**src/rtl/nrdiv_pkg.sv**
```systemverilog
package nrdiv_pkg;

    localparam int unsigned DEF_QW = 16;

    typedef enum logic [1:0] {
        ST_IDLE = 2'd0,
        ST_RUN  = 2'd1,
        ST_DONE = 2'd2
    } ctl_state_e;

    typedef enum logic [1:0] {
        OP_HOLD = 2'd0,
        OP_LOAD = 2'd1,
        OP_SIGN = 2'd2,
        OP_QUOT = 2'd3
    } step_op_e;

    typedef enum logic [1:0] {
        FN_PASS = 2'd0,
        FN_ADD  = 2'd1,
        FN_SUB  = 2'd2
    } alu_fn_e;

    // Adder function for a step: quotient steps add when the carried
    // status bit is set and subtract otherwise; other steps pass through.
    function automatic alu_fn_e pick_fn(input step_op_e op, input logic aq);
        alu_fn_e fn;
        if (op == OP_QUOT) begin
            fn = aq ? FN_ADD : FN_SUB;
        end else begin
            fn = FN_PASS;
        end
        return fn;
    endfunction

endpackage

```
**src/rtl/nrdiv_alu.sv**
```systemverilog
module nrdiv_alu
    import nrdiv_pkg::*;
#(
    parameter int unsigned DW = DEF_QW
) (
    input  alu_fn_e         fn,
    input  logic [DW-1:0]   rem_in,
    input  logic [DW-1:0]   dvsr_in,
    output logic [DW-1:0]   res
);

    always_comb begin
        unique case (fn)
            FN_ADD:  res = rem_in + dvsr_in;
            FN_SUB:  res = rem_in - dvsr_in;
            default: res = rem_in;
        endcase
    end

endmodule

```
**src/rtl/nrdiv_regpair.sv**
```systemverilog
module nrdiv_regpair
    import nrdiv_pkg::*;
#(
    parameter int unsigned DW = DEF_QW
) (
    input  logic              clk,
    input  logic              rst,
    input  step_op_e          op,
    input  logic [2*DW-1:0]   dividend_in,
    input  logic [DW-1:0]     divisor_in,
    output logic [DW-1:0]     low_out
);

    localparam int unsigned MSB = DW - 1;

    typedef struct packed {
        logic [DW-1:0] hi;
        logic [DW-1:0] lo;
        logic          aq;
    } pair_t;

    pair_t          cur_q;
    pair_t          nxt;
    logic [DW-1:0]  dvsr_q;
    logic [DW-1:0]  alu_res;
    alu_fn_e        fn;
    logic           aq_new;
    logic           qbit;

    assign fn = pick_fn(op, cur_q.aq);

    nrdiv_alu #(.DW(DW)) u_alu (
        .fn      (fn),
        .rem_in  (cur_q.hi),
        .dvsr_in (dvsr_q),
        .res     (alu_res)
    );

    // Status bit and quotient bit for the two step kinds.
    always_comb begin
        if (op == OP_SIGN) begin
            aq_new = cur_q.hi[MSB] ^ dvsr_q[MSB];
            qbit   = aq_new;
        end else begin
            aq_new = dvsr_q[MSB] ^ alu_res[MSB];
            qbit   = ~aq_new;
        end
    end

    always_comb begin
        nxt = cur_q;
        unique case (op)
            OP_LOAD: begin
                nxt.hi = dividend_in[2*DW-1:DW];
                nxt.lo = dividend_in[DW-1:0];
                nxt.aq = 1'b0;
            end
            OP_SIGN, OP_QUOT: begin
                nxt.hi = {alu_res[DW-2:0], cur_q.lo[MSB]};
                nxt.lo = {cur_q.lo[DW-2:0], qbit};
                nxt.aq = aq_new;
            end
            default: nxt = cur_q;
        endcase
    end

    always_ff @(posedge clk) begin
        if (rst) begin
            cur_q  <= '0;
            dvsr_q <= '0;
        end else begin
            cur_q <= nxt;
            if (op == OP_LOAD) begin
                dvsr_q <= divisor_in;
            end
        end
    end

    assign low_out = cur_q.lo;

endmodule

```
**src/rtl/nrdiv_ctrl.sv**
```systemverilog
module nrdiv_ctrl
    import nrdiv_pkg::*;
#(
    parameter int unsigned DW = DEF_QW
) (
    input  logic     clk,
    input  logic     rst,
    input  logic     start,
    input  logic     signed_mode,
    input  logic     divisor_zero,
    output step_op_e op,
    output logic     busy,
    output logic     done,
    output logic     zero_err
);

    localparam int unsigned CNT_W = (DW > 1) ? $clog2(DW) : 1;
    localparam logic [CNT_W-1:0] LAST_STEP = CNT_W'(DW - 1);

    ctl_state_e        state_q;
    ctl_state_e        state_d;
    logic [CNT_W-1:0]  step_q;
    logic              sgn_q;
    logic              err_q;
    logic              idle_like;
    logic              accept;

    assign idle_like = (state_q != ST_RUN);
    assign accept    = idle_like && start && !divisor_zero;

    always_comb begin
        state_d = state_q;
        op      = OP_HOLD;
        unique case (state_q)
            ST_RUN: begin
                op = (step_q == '0 && sgn_q) ? OP_SIGN : OP_QUOT;
                if (step_q == LAST_STEP) begin
                    state_d = ST_DONE;
                end
            end
            default: begin
                if (accept) begin
                    op      = OP_LOAD;
                    state_d = ST_RUN;
                end else begin
                    state_d = ST_IDLE;
                end
            end
        endcase
    end

    always_ff @(posedge clk) begin
        if (rst) begin
            state_q <= ST_IDLE;
            step_q  <= '0;
            sgn_q   <= 1'b0;
            err_q   <= 1'b0;
        end else begin
            state_q <= state_d;
            err_q   <= idle_like && start && divisor_zero;
            if (accept) begin
                step_q <= '0;
                sgn_q  <= signed_mode;
            end else if (state_q == ST_RUN) begin
                step_q <= step_q + 1'b1;
            end
        end
    end

    assign busy     = (state_q == ST_RUN);
    assign done     = (state_q == ST_DONE);
    assign zero_err = err_q;

endmodule

```
**src/rtl/nrdiv_unit.sv**
```systemverilog
module nrdiv_unit
    import nrdiv_pkg::*;
#(
    parameter int unsigned DW = DEF_QW
) (
    input  logic              clk,
    input  logic              rst,
    input  logic              start,
    input  logic              signed_mode,
    input  logic [2*DW-1:0]   dividend,
    input  logic [DW-1:0]     divisor,
    output logic              busy,
    output logic              done,
    output logic              zero_err,
    output logic [DW-1:0]     quotient
);

    step_op_e op;
    logic     divisor_zero;

    assign divisor_zero = (divisor == '0);

    nrdiv_ctrl #(.DW(DW)) u_ctrl (
        .clk          (clk),
        .rst          (rst),
        .start        (start),
        .signed_mode  (signed_mode),
        .divisor_zero (divisor_zero),
        .op           (op),
        .busy         (busy),
        .done         (done),
        .zero_err     (zero_err)
    );

    nrdiv_regpair #(.DW(DW)) u_pair (
        .clk         (clk),
        .rst         (rst),
        .op          (op),
        .dividend_in (dividend),
        .divisor_in  (divisor),
        .low_out     (quotient)
    );

endmodule

```
**config.mk**
```make
export PLATFORM = sky130hd
export DESIGN_NAME = nrdiv_unit
export DESIGN_NICKNAME = d
export VERILOG_FILES = /design/src/rtl/nrdiv_pkg.sv /design/src/rtl/nrdiv_alu.sv /design/src/rtl/nrdiv_regpair.sv /design/src/rtl/nrdiv_ctrl.sv /design/src/rtl/nrdiv_unit.sv
export SDC_FILE = /design/constraint.sdc
export NUM_CORES = 1
export LEC_CHECK = 0
export BUFFER_PORTS_ARGS = -buffer_cell sky130_fd_sc_hd__buf_2
export CORE_UTILIZATION = 35
export CTS_BUF_LIST = sky130_fd_sc_hd__clkbuf_8
export CTS_CLUSTER_SIZE = 12
export DETAILED_ROUTE_END_ITERATION = 8
export GPL_TIMING_DRIVEN = 0
export SYNTH_ARGS = -nofsm -noshare
export SYNTH_HDL_FRONTEND = slang
export SYNTH_SLANG_ARGS = --single-unit
```
**constraint.sdc**
```tcl
create_clock -name clk -period 7.6 [get_ports clk]
set_clock_uncertainty 0.1 [all_clocks]
set_input_delay 1.14 -clock clk [delete_from_list [all_inputs] [get_ports clk]]
set_output_delay 1.14 -clock clk [all_outputs]
set_load 0.05 [all_outputs]
```
After elaboration in Yosys (flattened, before gate mapping)
Cells that the tools add are included.
Widths: inputs -> output; s select.

operators by class
  $add $sub $neg = 3
  equal/unequal tests = 10
  mux-type cells = 11
  bitwise logic cells = 3
  reductions and logical operators = 10

operators by type and width
  operator             count
  $pmux 33 s2          1
  $pmux 16 s2          1
  $add 16x16->16       1
  $logic_not 16->1     1
  $sub 16x16->16       1
  $mux 2               5
  $eq 2x2->1 const B   4
  $eq 2x1->1 const B   3
  $add 4x1->4 const B  1
  $eq 4x4->1 const B   1
  $logic_and 1x1->1    4
  $logic_not 4->1      1
  $mux 1               4
  $ne 2x1->1 const B   2
  $reduce_or 2->1      2
  $reduce_bool 2->1    1
  $xor 1x1->1          2
  $logic_not 1->1      1
  $not 1->1            1

storage, ports and cells
  register bits after elaboration = 57
  output and inout port bits = 19
  word-level logic and storage cells = 45

Logic depth before layout (Yosys ltp)
Gate-level depths: netlist of the first run.

  depth in word-level cells = 13
  depth in mapped cells = 16
  depth with buffers taken out = 14

Hierarchy
Synthesis of the first run repeated with hierarchy kept, for this count alone.

unflattened totals
  cell total of the unflattened synthesis = 466
  area, all modules = 3930.0 um^2

by module, submodules not included
  module         times used  cells each  area an instance (um^2)  sequential area each (um^2)
  nrdiv_regpair  1           242         2290.9                   980.9
  nrdiv_alu      1           176         1212.4                   0.0
  nrdiv_ctrl     1           43          392.9                    160.2
  nrdiv_unit     1           5           33.8                     0.0

Least setup slack after synthesis of the first run
OpenSTA, ideal clock, no wires.

  path kind = register to register
  start = reg u_ctrl.step_q[0]
  end = reg u_pair.cur_q[25] (netlist name)
  setup time = 0.092 ns
  arrival = 3.233 ns
  setup slack = 4.175 ns
  stages on the path, launching flop included = 16
  cell sequence = dfxtp_1 -> inv_1 -> ha_1 -> nor4bb_1 -> buf_2 -> or3_1 -> clkbuf_1 -> o21ai_0 -> xor2_1 -> ha_1 -> a21o_1 -> a31o_2 -> a31oi_1 -> xor2_1 -> o211a_1 -> nor4_1

on the way
  cells in the longest elaborated chain, start to end = 9
  elaborated cells between the ends (all ways) = 14
  those cells by class = 5 x eq/ne; 5 x mux; 4 x reduce/logical

ends and longest elaborated chain
  element                                          RTL line                              RTL
  from (decl)                                      nrdiv_ctrl.sv:22                      logic [CNT_W-1:0] step_q;
  from (signal assigned)                           nrdiv_ctrl.sv:65                      step_q <= step_q + 1'b1;
  $logic_not 4->1 *                                nrdiv_ctrl.sv:36                      op = (step_q == '0 && sgn_q) ? OP_SIGN : OP_QUOT;
  $logic_and 1x1->1 *                              nrdiv_ctrl.sv:36
  $mux 1 *                                         nrdiv_ctrl.sv:36
  $mux 2 *                                         nrdiv_ctrl.sv:34                      unique case (state_q)
  $eq 2x2->1                                       nrdiv_pkg.sv:28, nrdiv_regpair.sv:52
  $mux 2                                           nrdiv_pkg.sv:28                       if (op == OP_QUOT) begin
  $eq 2x2->1 / $eq 2x1->1 (equally long branches)  nrdiv_alu.sv:13                       unique case (fn)
  $pmux 16 s2                                      nrdiv_alu.sv:13
  $pmux 33 s2                                      nrdiv_regpair.sv:52                   unique case (op)
  to (signal assigned)                             nrdiv_regpair.sv:72                   cur_q <= nxt;
  to (decl)                                        nrdiv_regpair.sv:22                   pair_t cur_q;

Every way passes the cells marked *; elsewhere a longest branch is shown, timed or not.
A chain may end at the register's enable or synchronous reset.

Final worst setup path of the first run
  start = reg u_ctrl.step_q[0]
  end = reg u_pair.cur_q, in the netlist u_pair.low_out[0]

on the way
  cells in the longest elaborated chain, start to end = 12
  elaborated cells between the ends (all ways) = 17
  those cells by class = 5 x eq/ne; 6 x mux; 2 x bitwise; 4 x reduce/logical

ends and longest elaborated chain
  element                                          RTL line                              RTL
  $logic_not 4->1 *                                nrdiv_ctrl.sv:36
  $logic_and 1x1->1 *                              nrdiv_ctrl.sv:36
  $mux 1 *                                         nrdiv_ctrl.sv:36
  $mux 2 *                                         nrdiv_ctrl.sv:34
  $eq 2x2->1                                       nrdiv_pkg.sv:28, nrdiv_regpair.sv:52
  $mux 2                                           nrdiv_pkg.sv:28
  $eq 2x2->1 / $eq 2x1->1 (equally long branches)  nrdiv_alu.sv:13
  $pmux 16 s2                                      nrdiv_alu.sv:13
  $xor 1x1->1                                      nrdiv_regpair.sv:45                   aq_new = dvsr_q[MSB] ^ alu_res[MSB];
  $not 1->1                                        nrdiv_regpair.sv:46                   qbit = ~aq_new;
  $mux 1                                           nrdiv_regpair.sv:41                   if (op == OP_SIGN) begin
  $pmux 33 s2                                      nrdiv_regpair.sv:52

Marks and branches as above.

==> results of run 1 <==
## cell type report
type	count	area [um^2]
Fill cell	1095	5800
Multi-Input combinational cell	371	2260
Sequential cell	57	1140
Timing Repair Buffer	69	345
Buffer	46	254
Tap cell	136	170
Clock buffer	11	151
Clock inverter	5	103
Inverter	13	48.8
## layer usage
metal | up-vias | global-route usage (%) | share of wire, %
met5 | - | 0 | 0
met3 | 10 | 4.18 | 5.5
met2 | 101 | 33.4 | 46
li1 | 1881 | - | -
met1 | 1698 | 27.2 | 48
met4 | 0 | 6.34 | 1.4
## final timing paths
kind	from	end	slack, ns
worst min register to register	u_pair.cur_q[24]	u_pair.cur_q[24]	0.38
worst min-delay path	u_pair.cur_q[24]	u_pair.cur_q[24]	0.38
worst max-delay path	u_ctrl.step_q[0]	u_pair.low_out[0]	3.48
worst max register to register	u_ctrl.step_q[0]	u_pair.low_out[0]	3.48
## state kept, by name, indices dropped and copies added (netlist names)
name and cells:
u_pair.cur_q 17, u_pair.low_out 16, u_ctrl.step_q 4, u_ctrl.zero_err 1
u_ctrl.sgn_q 1, u_pair.dvsr_q 16, u_ctrl.state_q 2
## kinds of logic after synthesis
family / Yosys count / share of synthesized area, %
and+or+nand+nor: 197 / 24.3
AOI/OAI and AO/OA: 129 / 23.6
buffers and inverters: 59 / 8.17
DFF: 57 / 30.8
xor gates and xnor gates: 22 / 5.40
adders and majority gates: 19 / 6.62
muxes: 4 / 1.08
## placed cells by master (no fill, tap or decap), drive strengths merged, types with 12 or more instances in the layout
| cell type | instances |
|---|---|
| a21oi | 46 |
| a311oi | 18 |
| buf | 91 |
| clkbuf | 35 |
| dfxtp | 57 |
| ha | 18 |
| inv | 12 |
| nand2 | 92 |
| nor2 | 42 |
| nor3 | 17 |
| o21ai | 14 |
## through the flow
stage / area (um^2) / hold WS (ns) / utilization, % / cells
2_1_floorplan: 3710 / 0.345 / - / 487
3_5_place_dp: 4220 / 0.365 / 41.1 / 692
3_3_place_gp: 4220 / 0.361 / 41.1 / 692
5_1_grt: 4480 / 0.397 / 43.5 / 708
4_1_cts: 4480 / 0.376 / 43.5 / 708
6_report: 4480 / 0.376 / 43.5 / 708
## power by group through the flow
stage | combinational [W] | clock, W | sequential (W)
2_1_floorplan | 0.000318 | 0 | 0.000353
3_3_place_gp | 0.000401 | 0 | 0.000361
3_5_place_dp | 0.000407 | 0 | 0.000362
4_1_cts | 0.000410 | 0.000372 | 0.000355
5_1_grt | 0.000459 | 0.000387 | 0.000360
6_report | 0.000413 | 0.000366 | 0.000356
## critical path, stage by stage (launching register included)
cell and delay [ns]:
dfxtp_1 0.35, inv_1 0.07, ha_1 0.15, nor4bb_1 0.42
buf_2 0.32, or3_1 0.14, clkbuf_1 0.26, o21ai_0 0.16
xor2_1 0.17, ha_1 0.35, a21o_1 0.26, a31o_2 0.25
a31oi_1 0.37, o21ai_0 0.19, xor2_1 0.33, a21oi_1 0.11
==> results.json, run 1 <==
{
  "status": "finished clean",
  "fin_crit_sh_pct": 54.2,
  "die_h_um": 105,
  "slew_headroom_pct": 53.9,
  "rows": 37,
  "syn_avg_cell_area_um2": 7.61,
  "yosys-top-cells-count": "nand2_1 (92), dfxtp_1 (57), a21oi_1 (45)",
  "cts.sinks": 57,
  "tns_ns": 0,
  "synth.most_common_cell": "nand2_1",
  "cts_buffer_depth": 2,
  "synth_cells": 487,
  "power.share.clock_pct": 32.2,
  "worst_pin_slew_ns": 0.692,
  "grt_max_degree": 11,
  "first_pass_iters": 4,
  "synth_area_um2": 3710,
  "num_vias": 3690,
  "p_sw_share_pct": 35.7,
  "initial_utilization_pct": 36.1,
  "ios": 71,
  "cp-start-kind": "register",
  "cts_tree": "yes",
  "grt_pass1_vias": 3495,
  "cts_buffers": 9,
  "endpoint_kind": "register",
  "synthArstFlopShare_pct": 0,
  "slew_viol_final": 0,
  "die_x_um": 105,
  "hold_path_depth": 2,
  "drive_above_1_share_pct": 20.1,
  "maxCapViolations": 0,
  "synth_edf_count": 0,
  "finalCriticalPeriod_ns": 4.12,
  "ys_types": 59,
  "diodes": 0,
  "switchingPower_w": 0.000405,
  "power_leakage_nw": 1.92,
  "place_congestion": 0.865,
  "cts-root-buf": "clkbuf_8",
  "port_buffers": 69,
  "power.density_nw_per_um2": 253,
  "core-area_um2": 10300,
  "via_per_inst": 5.21,
  "ir_worst_vdd_uv": 112,
  "cts_hold_buf": 0,
  "dp_hpwl_mm": 8.14,
  "synth_area_leaders": "dfxtp_1 (31%), nand2_1 (9.3%), a21oi_1 (6.1%), ha_1 (6.1%), a311oi_1 (4.3%)",
  "required_ns": 7.72,
  "ys_seq_area_share_pct": 30.8,
  "dp_slack_ns": 3.56,
  "finalSetupViolCount": 0,
  "ys_warn_count": 0,
  "grt_antenna_before_repair": 0,
  "hp-class": "register to register",
  "synth_ff_type": "dfxtp_1",
  "worst_skew_pair.late_latency_ns": 0.34,
  "power_w": 0.00113,
  "power.internal_w": 0.000729,
  "reg2reg_depth": 15,
  "post_cts_resized": 0,
  "syn-num-nets": 558,
  "rsz0062_at_grt": "false",
  "wl_mm": 10.7,
  "arrival_ns": 4.24,
  "syn_to_final_growth_pct": 20.8,
  "synth_seq_cells": 57,
  "clkTransAtPathRegs_ns": 0.07,
  "fin_nets": 638,
  "postRouteAntennaNets": 0,
  "grt.overflow.total": 0,
  "synth_top_cell_area_share_pct": 30.8,
  "seq_power_share_pct": 31.4,
  "h-tree-depth": 3,
  "wl_per_cell_um": 15.1,
  "fin_ws_ns": 3.48,
  "yosys.area.top_type": "dfxtp_1",
  "cts_setup_buffers": 0,
  "grt_first_pass_wirelength_mm": 17.8,
  "hold_viol_final": 0,
  "comb_power_share_pct": 36.4,
  "dieArea_um2": 11000,
  "max_freq_ghz": 0.243,
  "crit_fanout": 10,
  "grt_util_all_layers_pct": 20.5,
  "drc": 0,
  "worstSetupPathType": "register to register",
  "drt_iter0_drc": 219
}
(Power assumes the default switching activity.)
==> inputs of run 2 (changes only) <==
clock period = 4.1 ns   (was 7.6 ns; I/O delays follow)
==> results.json, run 2 (synthesis results as in run 1) <==
{
  "slew_viol_final": 0,
  "fin_hold_ws_ns": 0.376,
  "worstSetupPathType": "register to register",
  "wl_per_cell_um": 15.1,
  "path_delay_family": "compound AO/OA/AOI/OAI gates",
  "reg2reg_depth": 14,
  "arrival_ns": 3.99,
  "cp-start-kind": "register",
  "slowest_stage": "or3_1",
  "worst_pin_slew_ns": 0.636,
  "hp-class": "register to register",
  "cts_buffers": 9,
  "port_buffers": 69,
  "power.density_nw_per_um2": 470,
  "hold_path_depth": 2,
  "crit_cells": 14,
  "required_ns": 4.22,
  "worst_skew_pair.late_latency_ns": 0.34,
  "rows": 37,
  "core-area_um2": 10300,
  "cts-root-buf": "clkbuf_8",
  "grt_max_degree": 11,
  "final_common_cell": "nand2_1",
  "grt.overflow.total": 0,
  "hold_viol_final": 0,
  "h-tree-depth": 3,
  "post_cts_resized": 0,
  "rsz0062_at_grt": "false",
  "drc": 0,
  "slew_headroom_pct": 57.6,
  "via_per_inst": 5.23,
  "grt_antenna_before_repair": 0,
  "grt_first_pass_wirelength_mm": 17.8,
  "dp_cells": 692,
  "finalCriticalPeriod_ns": 3.87,
  "mostFrequentLayoutCells": "nand2_1 (92), buf_2 (71), dfxtp_1 (57)",
  "ir_worst_vdd_uv": 207,
  "regMostFlops": "u_pair.cur_q",
  "first_pass_iters": 4,
  "initial_utilization_pct": 36.1,
  "die_x_um": 105,
  "drt_iter0_drc": 241,
  "dp_hpwl_mm": 8.14,
  "postRouteAntennaNets": 0,
  "power_leakage_nw": 1.92,
  "max_stage_delay_ns": 0.45,
  "cts_hold_buf": 0,
  "wl_mm": 10.7,
  "syn_to_final_growth_pct": 21.1,
  "grt_pass1_vias": 3495,
  "crit_fanout": 10,
  "finalSetupViolCount": 0,
  "diodes": 0,
  "die_h_um": 105,
  "endpoint_kind": "register",
  "fin_crit_sh_pct": 94.3,
  "ios": 71,
  "status": "finished clean",
  "final_cell_count_no_fill": 707,
  "cts_tree": "yes",
  "dieArea_um2": 11000,
  "max_freq_ghz": 0.259,
  "cts_setup_buffers": 0,
  "tns_ns": 0,
  "largest_reg_flops": 17,
  "fin_nets": 637,
  "critical_path_buf_inv_count": 3,
  "grt_util_all_layers_pct": 20.5,
  "clkTransAtPathRegs_ns": 0.07,
  "place_congestion": 0.865,
  "worstPathCellList": "inv_1, ha_1, nor4bb_2, clkbuf_4, or3_1, o21ai_0, inv_1, ha_1, nor2b_1, o31a_1, a31oi_2, o21ai_0, xor2_1, a21oi_1",
  "maxCapViolations": 0,
  "n_fill_cell": 1091,
  "drive_above_1_share_pct": 20.5,
  "cts_buffer_depth": 2,
  "num_vias": 3701,
  "cts.sinks": 57
}
[run 2: final cells by class]
class,instances,area [um^2],share of cell area [%]
tap,136,170,3.79
timing repair buffer,69,345,7.70
clock inverter,5,103,2.29
buffer,45,253,5.63
inverter,13,48.8,1.09
sequential,57,1140,25.4
multi-input combinational,371,2270,50.7
clock buffer,11,151,3.37
[run 2: layer usage]
| layer | global-route usage, % | vias to the layer above | wire (um) |
|---|---|---|---|
| met1 | 27.2 | 1714 | 5120 |
| met5 | 0 | - | 0 |
| met3 | 4.18 | 16 | 513 |
| met4 | 6.34 | 0 | 190 |
| li1 | - | 1876 | - |
| met2 | 33.4 | 95 | 4870 |
[run 2: per-stage QoR]
stage	util (%)	total power (W)	instance area, um^2	setup slack [ns]
2_1_floorplan	-	0.00124	3710	0.675
3_3_place_gp	41.1	0.00141	4220	0.00648
3_5_place_dp	41.1	0.00142	4220	0.0579
4_1_cts	43.5	0.00211	4480	0.0173
5_1_grt	43.7	0.00224	4490	0.0330
6_report	43.7	0.00211	4490	0.232
[run 2: worst register-to-register path, stage by stage (launching register included)]
cell and delay, ns:
dfxtp_1 0.40, inv_1 0.06, ha_1 0.21, nor4bb_2 0.19, clkbuf_4 0.20, or3_1 0.45
o21ai_0 0.45, inv_1 0.09, ha_1 0.27, nor2b_1 0.14, o31a_1 0.27, a31oi_2 0.32
o21ai_0 0.17, xor2_1 0.32, a21oi_1 0.11
[run 2: path summary, 6_finish.rpt]
| check | from | to | slack (ns) |
|---|---|---|---|
| setup / recovery | u_ctrl.step_q[0] | u_pair.low_out[0] | 0.23 |
| hold / removal | u_pair.cur_q[24] | u_pair.cur_q[24] | 0.38 |
| setup reg to reg | u_ctrl.step_q[0] | u_pair.low_out[0] | 0.23 |
| hold reg to reg | u_pair.cur_q[24] | u_pair.cur_q[24] | 0.38 |
[run 2: power by group]
| group | switching (W) | internal (W) | leakage (nW) |
|---|---|---|---|
| clock network | 0.000244 | 0.000436 | 0.131 |
| logic | 0.000459 | 0.000311 | 1.32 |
| registers | 0.0000524 | 0.000607 | 0.471 |
| total | 0.000755 | 0.00135 | 1.92 |
